## config.mk

```make
export PLATFORM = sky130hd
export DESIGN_NAME = hart_runctl
export DESIGN_NICKNAME = d
export VERILOG_FILES = /design/src/rtl/hrc_pkg.sv /design/src/rtl/hrc_select.sv /design/src/rtl/hrc_hart_slot.sv /design/src/rtl/hrc_summary.sv /design/src/rtl/hart_runctl.sv
export SDC_FILE = /design/constraint.sdc
export NUM_CORES = 1
export LEC_CHECK = 0
export CORE_MARGIN = 2
export CORE_UTILIZATION = 30
export CTS_BUF_LIST = sky130_fd_sc_hd__clkbuf_16
export DETAILED_ROUTE_END_ITERATION = 7
export PLACE_DENSITY = 0.69
export SLEW_MARGIN = 20
export SYNTH_ARGS = -nofsm -noshare
export SYNTH_HDL_FRONTEND = slang
export SYNTH_SLANG_ARGS = --single-unit
```

## constraint.sdc

```tcl
create_clock -name clk -period 1.4 [get_ports clk]
set_input_delay 0.42 -clock clk [delete_from_list [all_inputs] [get_ports clk]]
set_output_delay 0.42 -clock clk [all_outputs]
set_load 0.005 [all_outputs]
```

## src/rtl/hrc_pkg.sv

```systemverilog
package hrc_pkg;
  typedef struct packed {
    logic any_h;
    logic all_h;
    logic any_r;
    logic all_r;
    logic any_u;
    logic all_u;
    logic any_n;
    logic all_n;
    logic any_a;
    logic all_a;
  } hrc_flags_t;
endpackage

```

## src/rtl/hrc_select.sv

```systemverilog
module hrc_select #(
  parameter int NUM_HARTS = 3,
  parameter int SEL_W     = 2
) (
  input  logic [SEL_W-1:0]     idx,
  input  logic                 usemask,
  input  logic [NUM_HARTS-1:0] mask,
  output logic [NUM_HARTS-1:0] sel,
  output logic                 nonex
);
  always_comb begin
    sel   = '0;
    nonex = 1'b0;
    if (usemask) begin
      sel = mask;
    end else if (int'(idx) >= NUM_HARTS) begin
      nonex = 1'b1;
    end else begin
      for (int i = 0; i < NUM_HARTS; i++) begin
        sel[i] = (int'(idx) == i);
      end
    end
  end
endmodule

```

## src/rtl/hrc_hart_slot.sv

```systemverilog
module hrc_hart_slot #(
  parameter bit ACK_RST_VAL = 1'b1
) (
  input  logic clk,
  input  logic rst,
  input  logic wr_act,
  input  logic wr_sel,
  input  logic wr_halt,
  input  logic wr_resume,
  input  logic st_halted,
  input  logic st_running,
  input  logic st_unavail,
  output logic cls_h,
  output logic cls_r,
  output logic cls_u,
  output logic hreq_q,
  output logic rpulse_q,
  output logic ack_q
);
  logic hit;
  logic do_resume;

  assign cls_u     = st_unavail | ~(st_halted | st_running);
  assign cls_h     = ~cls_u & st_halted;
  assign cls_r     = ~cls_u & ~st_halted & st_running;
  assign hit       = wr_act & wr_sel;
  assign do_resume = hit & wr_resume & ~wr_halt;

  always_ff @(posedge clk) begin
    if (rst) begin
      hreq_q   <= 1'b0;
      rpulse_q <= 1'b0;
      ack_q    <= ACK_RST_VAL;
    end else begin
      if (hit) hreq_q <= wr_halt;
      rpulse_q <= do_resume & cls_h;
      if (do_resume)  ack_q <= 1'b0;
      else if (cls_r) ack_q <= 1'b1;
    end
  end

  // halt write on a selected hart raises the level next cycle
  a_r2_halt_set: assert property (@(posedge clk) disable iff (rst)
    (hit && wr_halt) |=> hreq_q);
  // unselected harts keep their level
  a_r2_halt_hold: assert property (@(posedge clk) disable iff (rst)
    !hit |=> $stable(hreq_q));
  // a running hart never gets a pulse
  a_r5_no_pulse_running: assert property (@(posedge clk) disable iff (rst)
    cls_r |=> !rpulse_q);
  // accepted resume leaves ack low
  a_r3_ack_low: assert property (@(posedge clk) disable iff (rst)
    do_resume |=> !ack_q);
  // classes are exclusive and cover every case
  a_r8_one_class: assert property (@(posedge clk) disable iff (rst)
    $countones({cls_h, cls_r, cls_u}) == 1);
endmodule

```

## src/rtl/hrc_summary.sv

```systemverilog
module hrc_summary
  import hrc_pkg::*;
#(
  parameter int NUM_HARTS = 3
) (
  input  logic                 clk,
  input  logic                 rst,
  input  logic [NUM_HARTS-1:0] sel,
  input  logic                 nonex,
  input  logic [NUM_HARTS-1:0] cls_h,
  input  logic [NUM_HARTS-1:0] cls_r,
  input  logic [NUM_HARTS-1:0] cls_u,
  input  logic [NUM_HARTS-1:0] ack,
  output hrc_flags_t           flags_q
);
  hrc_flags_t flags_d;
  logic       some;

  always_comb begin
    some          = |sel;
    flags_d.any_h = |(sel & cls_h);
    flags_d.all_h = some & (&(cls_h | ~sel));
    flags_d.any_r = |(sel & cls_r);
    flags_d.all_r = some & (&(cls_r | ~sel));
    flags_d.any_u = |(sel & cls_u);
    flags_d.all_u = some & (&(cls_u | ~sel));
    flags_d.any_n = nonex;
    flags_d.all_n = nonex;
    flags_d.any_a = |(sel & ack);
    flags_d.all_a = some & (&(ack | ~sel));
  end

  always_ff @(posedge clk) begin
    if (rst) flags_q <= '0;
    else     flags_q <= flags_d;
  end

  // an "all" flag implies its "any" flag
  a_r8_all_any: assert property (@(posedge clk) disable iff (rst)
    (!flags_q.all_h || flags_q.any_h) && (!flags_q.all_r || flags_q.any_r) &&
    (!flags_q.all_u || flags_q.any_u) && (!flags_q.all_a || flags_q.any_a));
  // at most one "all" class flag at a time
  a_r8_all_onehot: assert property (@(posedge clk) disable iff (rst)
    $onehot0({flags_q.all_h, flags_q.all_r, flags_q.all_u, flags_q.all_n}));
  // empty selection gives no flags
  a_r10_empty: assert property (@(posedge clk) disable iff (rst)
    (sel == '0 && !nonex) |=> (flags_q == '0));
endmodule

```

## src/rtl/hart_runctl.sv

```systemverilog
module hart_runctl
  import hrc_pkg::*;
#(
  parameter int NUM_HARTS   = 3,
  parameter int SEL_W       = 2,
  parameter int IDX_IN_W    = 20,
  parameter bit ACK_RST_VAL = 1'b1
) (
  input  logic                 clk,
  input  logic                 rst,
  input  logic                 ctl_we,
  input  logic [IDX_IN_W-1:0]  ctl_idx,
  input  logic                 ctl_usemask,
  input  logic                 ctl_halt,
  input  logic                 ctl_resume,
  input  logic                 mask_we,
  input  logic [NUM_HARTS-1:0] mask_wdata,
  output logic [IDX_IN_W-1:0]  idx_rd,
  output logic                 usemask_rd,
  output logic [NUM_HARTS-1:0] mask_rd,
  input  logic [NUM_HARTS-1:0] hart_halted,
  input  logic [NUM_HARTS-1:0] hart_running,
  input  logic [NUM_HARTS-1:0] hart_unavail,
  output logic [NUM_HARTS-1:0] halt_req,
  output logic [NUM_HARTS-1:0] resume_req,
  output logic                 any_halted,
  output logic                 all_halted,
  output logic                 any_running,
  output logic                 all_running,
  output logic                 any_unavail,
  output logic                 all_unavail,
  output logic                 any_nonexist,
  output logic                 all_nonexist,
  output logic                 any_resumeack,
  output logic                 all_resumeack
);
  localparam int PAD_W = IDX_IN_W - SEL_W;

  logic [SEL_W-1:0]     idx_q;
  logic                 usemask_q;
  logic [NUM_HARTS-1:0] mask_q;
  logic [NUM_HARTS-1:0] wr_sel, cur_sel;
  logic                 wr_nonex, cur_nonex;
  logic [NUM_HARTS-1:0] cls_h, cls_r, cls_u, ack;
  hrc_flags_t           flags;

  always_ff @(posedge clk) begin
    if (rst) begin
      idx_q     <= '0;
      usemask_q <= 1'b0;
      mask_q    <= '0;
    end else begin
      if (ctl_we) begin
        idx_q     <= ctl_idx[SEL_W-1:0];
        usemask_q <= ctl_usemask;
      end
      if (mask_we) mask_q <= mask_wdata;
    end
  end

  assign idx_rd     = {{PAD_W{1'b0}}, idx_q};
  assign usemask_rd = usemask_q;
  assign mask_rd    = mask_q;

  hrc_select #(.NUM_HARTS(NUM_HARTS), .SEL_W(SEL_W)) u_wsel (
    .idx(ctl_idx[SEL_W-1:0]), .usemask(ctl_usemask), .mask(mask_q),
    .sel(wr_sel), .nonex(wr_nonex));

  hrc_select #(.NUM_HARTS(NUM_HARTS), .SEL_W(SEL_W)) u_csel (
    .idx(idx_q), .usemask(usemask_q), .mask(mask_q),
    .sel(cur_sel), .nonex(cur_nonex));

  for (genvar g = 0; g < NUM_HARTS; g++) begin : g_slot
    hrc_hart_slot #(.ACK_RST_VAL(ACK_RST_VAL)) u_slot (
      .clk(clk), .rst(rst),
      .wr_act(ctl_we), .wr_sel(wr_sel[g]),
      .wr_halt(ctl_halt), .wr_resume(ctl_resume),
      .st_halted(hart_halted[g]), .st_running(hart_running[g]),
      .st_unavail(hart_unavail[g]),
      .cls_h(cls_h[g]), .cls_r(cls_r[g]), .cls_u(cls_u[g]),
      .hreq_q(halt_req[g]), .rpulse_q(resume_req[g]), .ack_q(ack[g]));
  end

  hrc_summary #(.NUM_HARTS(NUM_HARTS)) u_sum (
    .clk(clk), .rst(rst), .sel(cur_sel), .nonex(cur_nonex),
    .cls_h(cls_h), .cls_r(cls_r), .cls_u(cls_u), .ack(ack),
    .flags_q(flags));

  assign any_halted    = flags.any_h;
  assign all_halted    = flags.all_h;
  assign any_running   = flags.any_r;
  assign all_running   = flags.all_r;
  assign any_unavail   = flags.any_u;
  assign all_unavail   = flags.all_u;
  assign any_nonexist  = flags.any_n;
  assign all_nonexist  = flags.all_n;
  assign any_resumeack = flags.any_a;
  assign all_resumeack = flags.all_a;

  // a selected nonexistent hart suppresses every other class flag
  a_r9_nonex_alone: assert property (@(posedge clk) disable iff (rst)
    any_nonexist |-> !(any_halted || any_running || any_unavail || any_resumeack));
  // toggling the use-mask flag alone leaves the mask unchanged
  a_r6_mask_kept: assert property (@(posedge clk) disable iff (rst)
    !mask_we |=> $stable(mask_rd));
  // no pulse after a combined halt and resume write
  a_r5_combined: assert property (@(posedge clk) disable iff (rst)
    (ctl_we && ctl_halt) |=> (resume_req == '0));
endmodule

```

Word-level counts from Yosys, hierarchy flattened
Cells that the tools add are included.

storage, ports and cells
  register bits = 24

operators by class
  $lt $le $gt $ge = 2
  eq/ne operators = 4
  reduce and logical (&&, ||, !) cells = 15
  bitwise operators = 50
  muxes and demuxes = 11

operator list
  cell                  number
  $and A1 B1 Y1         25
  $reduce_or A3 Y1      5
  $and A3 B3 Y3         4
  $mux W3               4
  $or A3 B3 Y3          4
  $reduce_and A3 Y1     4
  $not A1 Y1            10
  $eq A2 B2 Y1 const B  4
  $mux W1               7
  $or A1 B1 Y1          6
  $reduce_bool A2 Y1    3
  $ge A2 B2 Y1 const B  2
  $logic_not A2 Y1      2
  $not A3 Y3            1
  $reduce_or A2 Y1      1

Depth between registers and ports, before layout
  depth after elaboration = 9
  depth in mapped cells = 5
  depth with buffers taken out = 3

By module
Synthesis repeated with hierarchy kept, for this count alone.

unflattened totals
  cell total of the unflattened synthesis = 132
  area total of the unflattened synthesis = 1242.4 µm²

by module, submodules not included
  module         seq. area each (µm²)  area each (µm²)  instances  cells an instance
  hrc_hart_slot  60.1                  145.1            3          13
  hrc_summary    180.2                 367.9            1          36
  hart_runctl    120.1                 341.6            1          37
  hrc_select     0.0                   48.8             2          10

Least setup slack after synthesis
OpenSTA, ideal clock, no wires.

  kind = reg-to-reg
  start = reg usemask_q (netlist: usemask_rd)
  end = reg u_sum.flags_q[7] (netlist bit)
  clock period less this slack = 1449 ps
  path buffers = 2
  setup time = 58 ps
  cell stages (with the launch flop) = 6
  required time = 1342 ps
  data arrival time = 1391 ps
  slack = -49 ps
  cells stage by stage = dfxtp_1 > buf_6 > or3b_1 > buf_6 > a2111oi_4 > a211o_1

between the ends
  word-level cells in the longest chain between the ends = 3

ends and longest elaborated chain
  item                    RTL line           text
  start, declared         hart_runctl.sv:40  logic usemask_q;
  start signal, assigned  hart_runctl.sv:55  usemask_q <= ctl_usemask;
  $mux W3                 hrc_select.sv:14   if (usemask) begin
  $and A3 B3 Y3           hrc_summary.sv:23  flags_d.any_r = |(sel & cls_r);
  $reduce_or A3 Y1        hrc_summary.sv:23
  end signal, assigned    hrc_summary.sv:35  else flags_q <= flags_d;
  end, declared           hrc_summary.sv:14  output hrc_flags_t flags_q

Every way passes these cells.
A chain may end at the register's enable or synchronous reset.

Worst setup path in the final report
  start = reg idx_q[0]
  end = reg u_sum.flags_q[1] (netlist bit)

between the ends
  word-level cells in the longest chain between the ends = 5

ends and longest elaborated chain
  item                                  RTL line           text
  start, declared                       hart_runctl.sv:39  logic [SEL_W-1:0] idx_q;
  start signal, assigned                hart_runctl.sv:54  idx_q <= ctl_idx[SEL_W-1:0];
  $ge A2 B2 Y1 (tied with other cells)  hrc_select.sv:16   end else if (int'(idx) >= NUM_HARTS) begin
  $mux W3 *                             hrc_select.sv:16
  $mux W3 *                             hrc_select.sv:14
  $and A3 B3 Y3 *                       hrc_summary.sv:29  flags_d.any_a = |(sel & ack);
  $reduce_or A3 Y1 *                    hrc_summary.sv:29

Mark *: on every way between the ends. The rest lies on a longest branch, timed or not.

==> metrics.cfg <==
[status]
outcome = finished with violations
violations = negative setup slack

[clock_tree]
cts_tree = done
cts_inserted_buffers = 3
clock_sinks = 24
clkTransAtPathRegs_ns = 0.06
htreeDepth = 1
ctsHoldBuffers = 0
clk-insertion-delay-late_ns = 0.26
clock_path_buffers = 2
cts_root_buffer = clkbuf_16

[pwr]
power.density_nw_per_um2 = 836
p_int_w = 0.00132
p_leak_nw = 0.978
sw_frac_of_total = 0.252
power_frac_clock = 0.354
power.share.combinational = 0.228
sequentialPowerShare = 0.419
peakVddDrop_mv = 0.527
power.switching_w = 0.000445

[logic_synthesis]
synth_compound_gate_area_share = 0.219
synth.avg_cell_area_um2 = 9.31
synth_cells = 144
synth_seq_cells = 24
yosys.area_share.simple = 0.174
synthArstFlopShare = 0
synth_edf_count = 0
ys.warnings.count = 0
synth_top_family_by_area = compound AO/OA/AOI/OAI gates
yosys-mux-area-fraction = 0.0672
ys.flop_type = dfxtp_1
syn-cell-area_um2 = 1340
synth-adder-area-share = 0
synth_cell_types = 30
synth-xor-area-share = 0
seq_area_frac_synth = 0.358

[timing]
slew_violations = 0
hold_viol = 0
timing.final.crit_share = 1.01
post-route-min-period_ns = 1.42
setup_ws_ns = -0.0152
setup_viol = 2
fin_worst_skew_ns = 0.00403
clock.fmax_mhz = 707
rsz0062_at_grt = yes

[detailed_routing]
drtIter0Drc = 56
ant_nets = 0
dr.pass1.iters = 4
via_count = 1199
route.final.wire_length_mm = 3.38
drc = 0
via_per_inst = 4.68
post_drt_wl_per_cell_um = 13.2

[worst_setup_path]
crit_chain = buf_4 > or3b_4 > a21oi_2 > a221o_1
critPathKind = reg -> reg
timing.rr.end = u_sum.flags_q[1]
startpoint_type = flop
worstSetupStartpoint = idx_q[0]
r2r_cells = 4
cp.arrival_ns = 1.62
r2r-start = idx_q[0]
path_buf_inv = 1
crit_required_ns = 1.60
crit_path_end_kind = flop
critPathSlowestCell = or3b_4
reg2reg_slack_ns = -0.02
crit_path_max_incr_delay_ns = 0.41
cp_top_family = compound AO/OA/AOI/OAI gates
worst-path-max-fanout = 5

[global_route]
grt_max_degree = 14
gr-usage-all-layers = 0.129
antenna_found_initial = 0
grt_overflow = 0
grt_pass1_vias = 1160
grt_pass1_wl_mm = 5.34

[place]
dp_hpwl_mm = 2.45
place.gp.congestion = 0.878
placedCellCount = 249
port-buffer-count = 42

[finish]
final_common_cell = dlygate4sd2_1
drive_gt1_frac = 0.319
final_cells = 256
area.growth.synth_to_final_pct = 57.7
mostFrequentLayoutCells = dlygate4sd2_1 (27), buf_4 (25), conb_1 (18), dfxtp_1 (18), clkdlybuf4s50_1 (14)
final_util = 0.489
antenna_cells = 0
nNetsFinal = 244

[hold_path]
hold_path_depth = 2
hold_start = g_slot[0].u_slot.hreq_q
holdPathEnd = g_slot[0].u_slot.hreq_q
hp-class = reg -> reg

[floorplanning]
dieWidth_um = 70.9
io_pins = 79
placementRows = 24
die_h_um = 70.9
die_area_um2 = 5020
core_area_um2 = 4320
start_util = 0.310

[flow_run]
drv_cap = 0

[sequential cells by signal (all words and copies together) (netlist names)]
name,count
g_slot.u_slot.rpulse_q,3
g_slot.u_slot.hreq_q,3
mask_rd,3
u_sum.flags_q,9
idx_q,2
usemask_rd,1
g_slot.u_slot.ack_q,3
[synth_stat cells (4+ instances only)]
master | n | area, µm²
buf_4 | 25 | 188
a21oi_1 | 12 | 60.1
nor3b_1 | 5 | 37.5
nor3_1 | 4 | 20.0
nand2b_1 | 8 | 50.1
nor2_1 | 7 | 26.3
a211oi_1 | 4 | 30.0
dfxtp_1 | 24 | 480
clkbuf_1 | 4 | 15.0
nand2_1 | 6 | 22.5
mux2i_1 | 9 | 90.1
[repair_timing]
| action | CTS | global route |
|---|---|---|
| buffers inserted | 3 | 0 |
| pin swaps | 3 | 3 |
| setup endpoints to repair | 37 | 8 |
| gates resized for setup | 51 | 24 |
[per-layer routing]
layer,vias up,global-route usage,part of all wire
met1,555,0.158,0.42
met3,5,0.0285,0.064
li1,596,-,-
met4,0,0.0314,0.011
met2,43,0.228,0.51
met5,-,0,0
[cell type report]
class                           instances  area (µm²)
Sequential cell                        24         498
Clock inverter                          1        3.75
Timing Repair Buffer                   71         634
Inverter                                1        3.75
Fill cell                             416        2210
Clock buffer                            3        75.1
Multi-Input combinational cell        104         836
Tap cell                               52        65.1
[per-stage QoR]
step	TNS, ns	hold slack [ns]	power [W]	setup WS, ns	instance area [µm²]
2_1_floorplan	0	0.453	0.000947	0.0168	1410
3_3_place_gp	-5.64	0.468	0.00111	-0.377	1860
3_5_place_dp	-5.81	0.469	0.00112	-0.387	1860
4_1_cts	0	0.483	0.00173	0.00218	2000
5_1_grt	-0.0564	0.507	0.00185	-0.0167	2120
6_report	-0.0222	0.473	0.00177	-0.0152	2120
[worst max-delay path by stage]
stage | to | slack, ns | depth (start not counted)
floorplan | u_sum.flags_q[7] | 0.02 | 5
global placement | u_sum.flags_q[1] | -0.38 | 4
detailed placement | u_sum.flags_q[1] | -0.39 | 4
CTS | u_sum.flags_q[8] | 0.002 | 4
global route | u_sum.flags_q[9] | -0.02 | 5
finish | u_sum.flags_q[1] | -0.02 | 4
[worst min-delay path, delay by kind of cell, from the launching register on]
family        cells  cell delay, ns
mux               1            0.06
flops             1            0.31
simple gates      1            0.06
[logic make-up (layout without fill, tap and decap cells)]
| group | count (synthesis) | after routing |
|---|---|---|
| AOI/OAI and AO/OA | 36 | 36 |
| DFF | 24 | 24 |
| other | 1 | 18 |
| muxes | 9 | 9 |
| and+or+nand+nor | 41 | 41 |
| buffers and inverters | 33 | 76 |
[power groups by stage]
stage | sequential, W | combinational (W) | clock, W
floorplan | 0.000758 | 0.000189 | 0
global route | 0.000745 | 0.000435 | 0.000671
CTS | 0.000738 | 0.000356 | 0.000638
global placement | 0.000758 | 0.000354 | 0
finish | 0.000740 | 0.000402 | 0.000626
detailed placement | 0.000759 | 0.000356 | 0
Note: power is estimated with default switching activity, not from simulation.
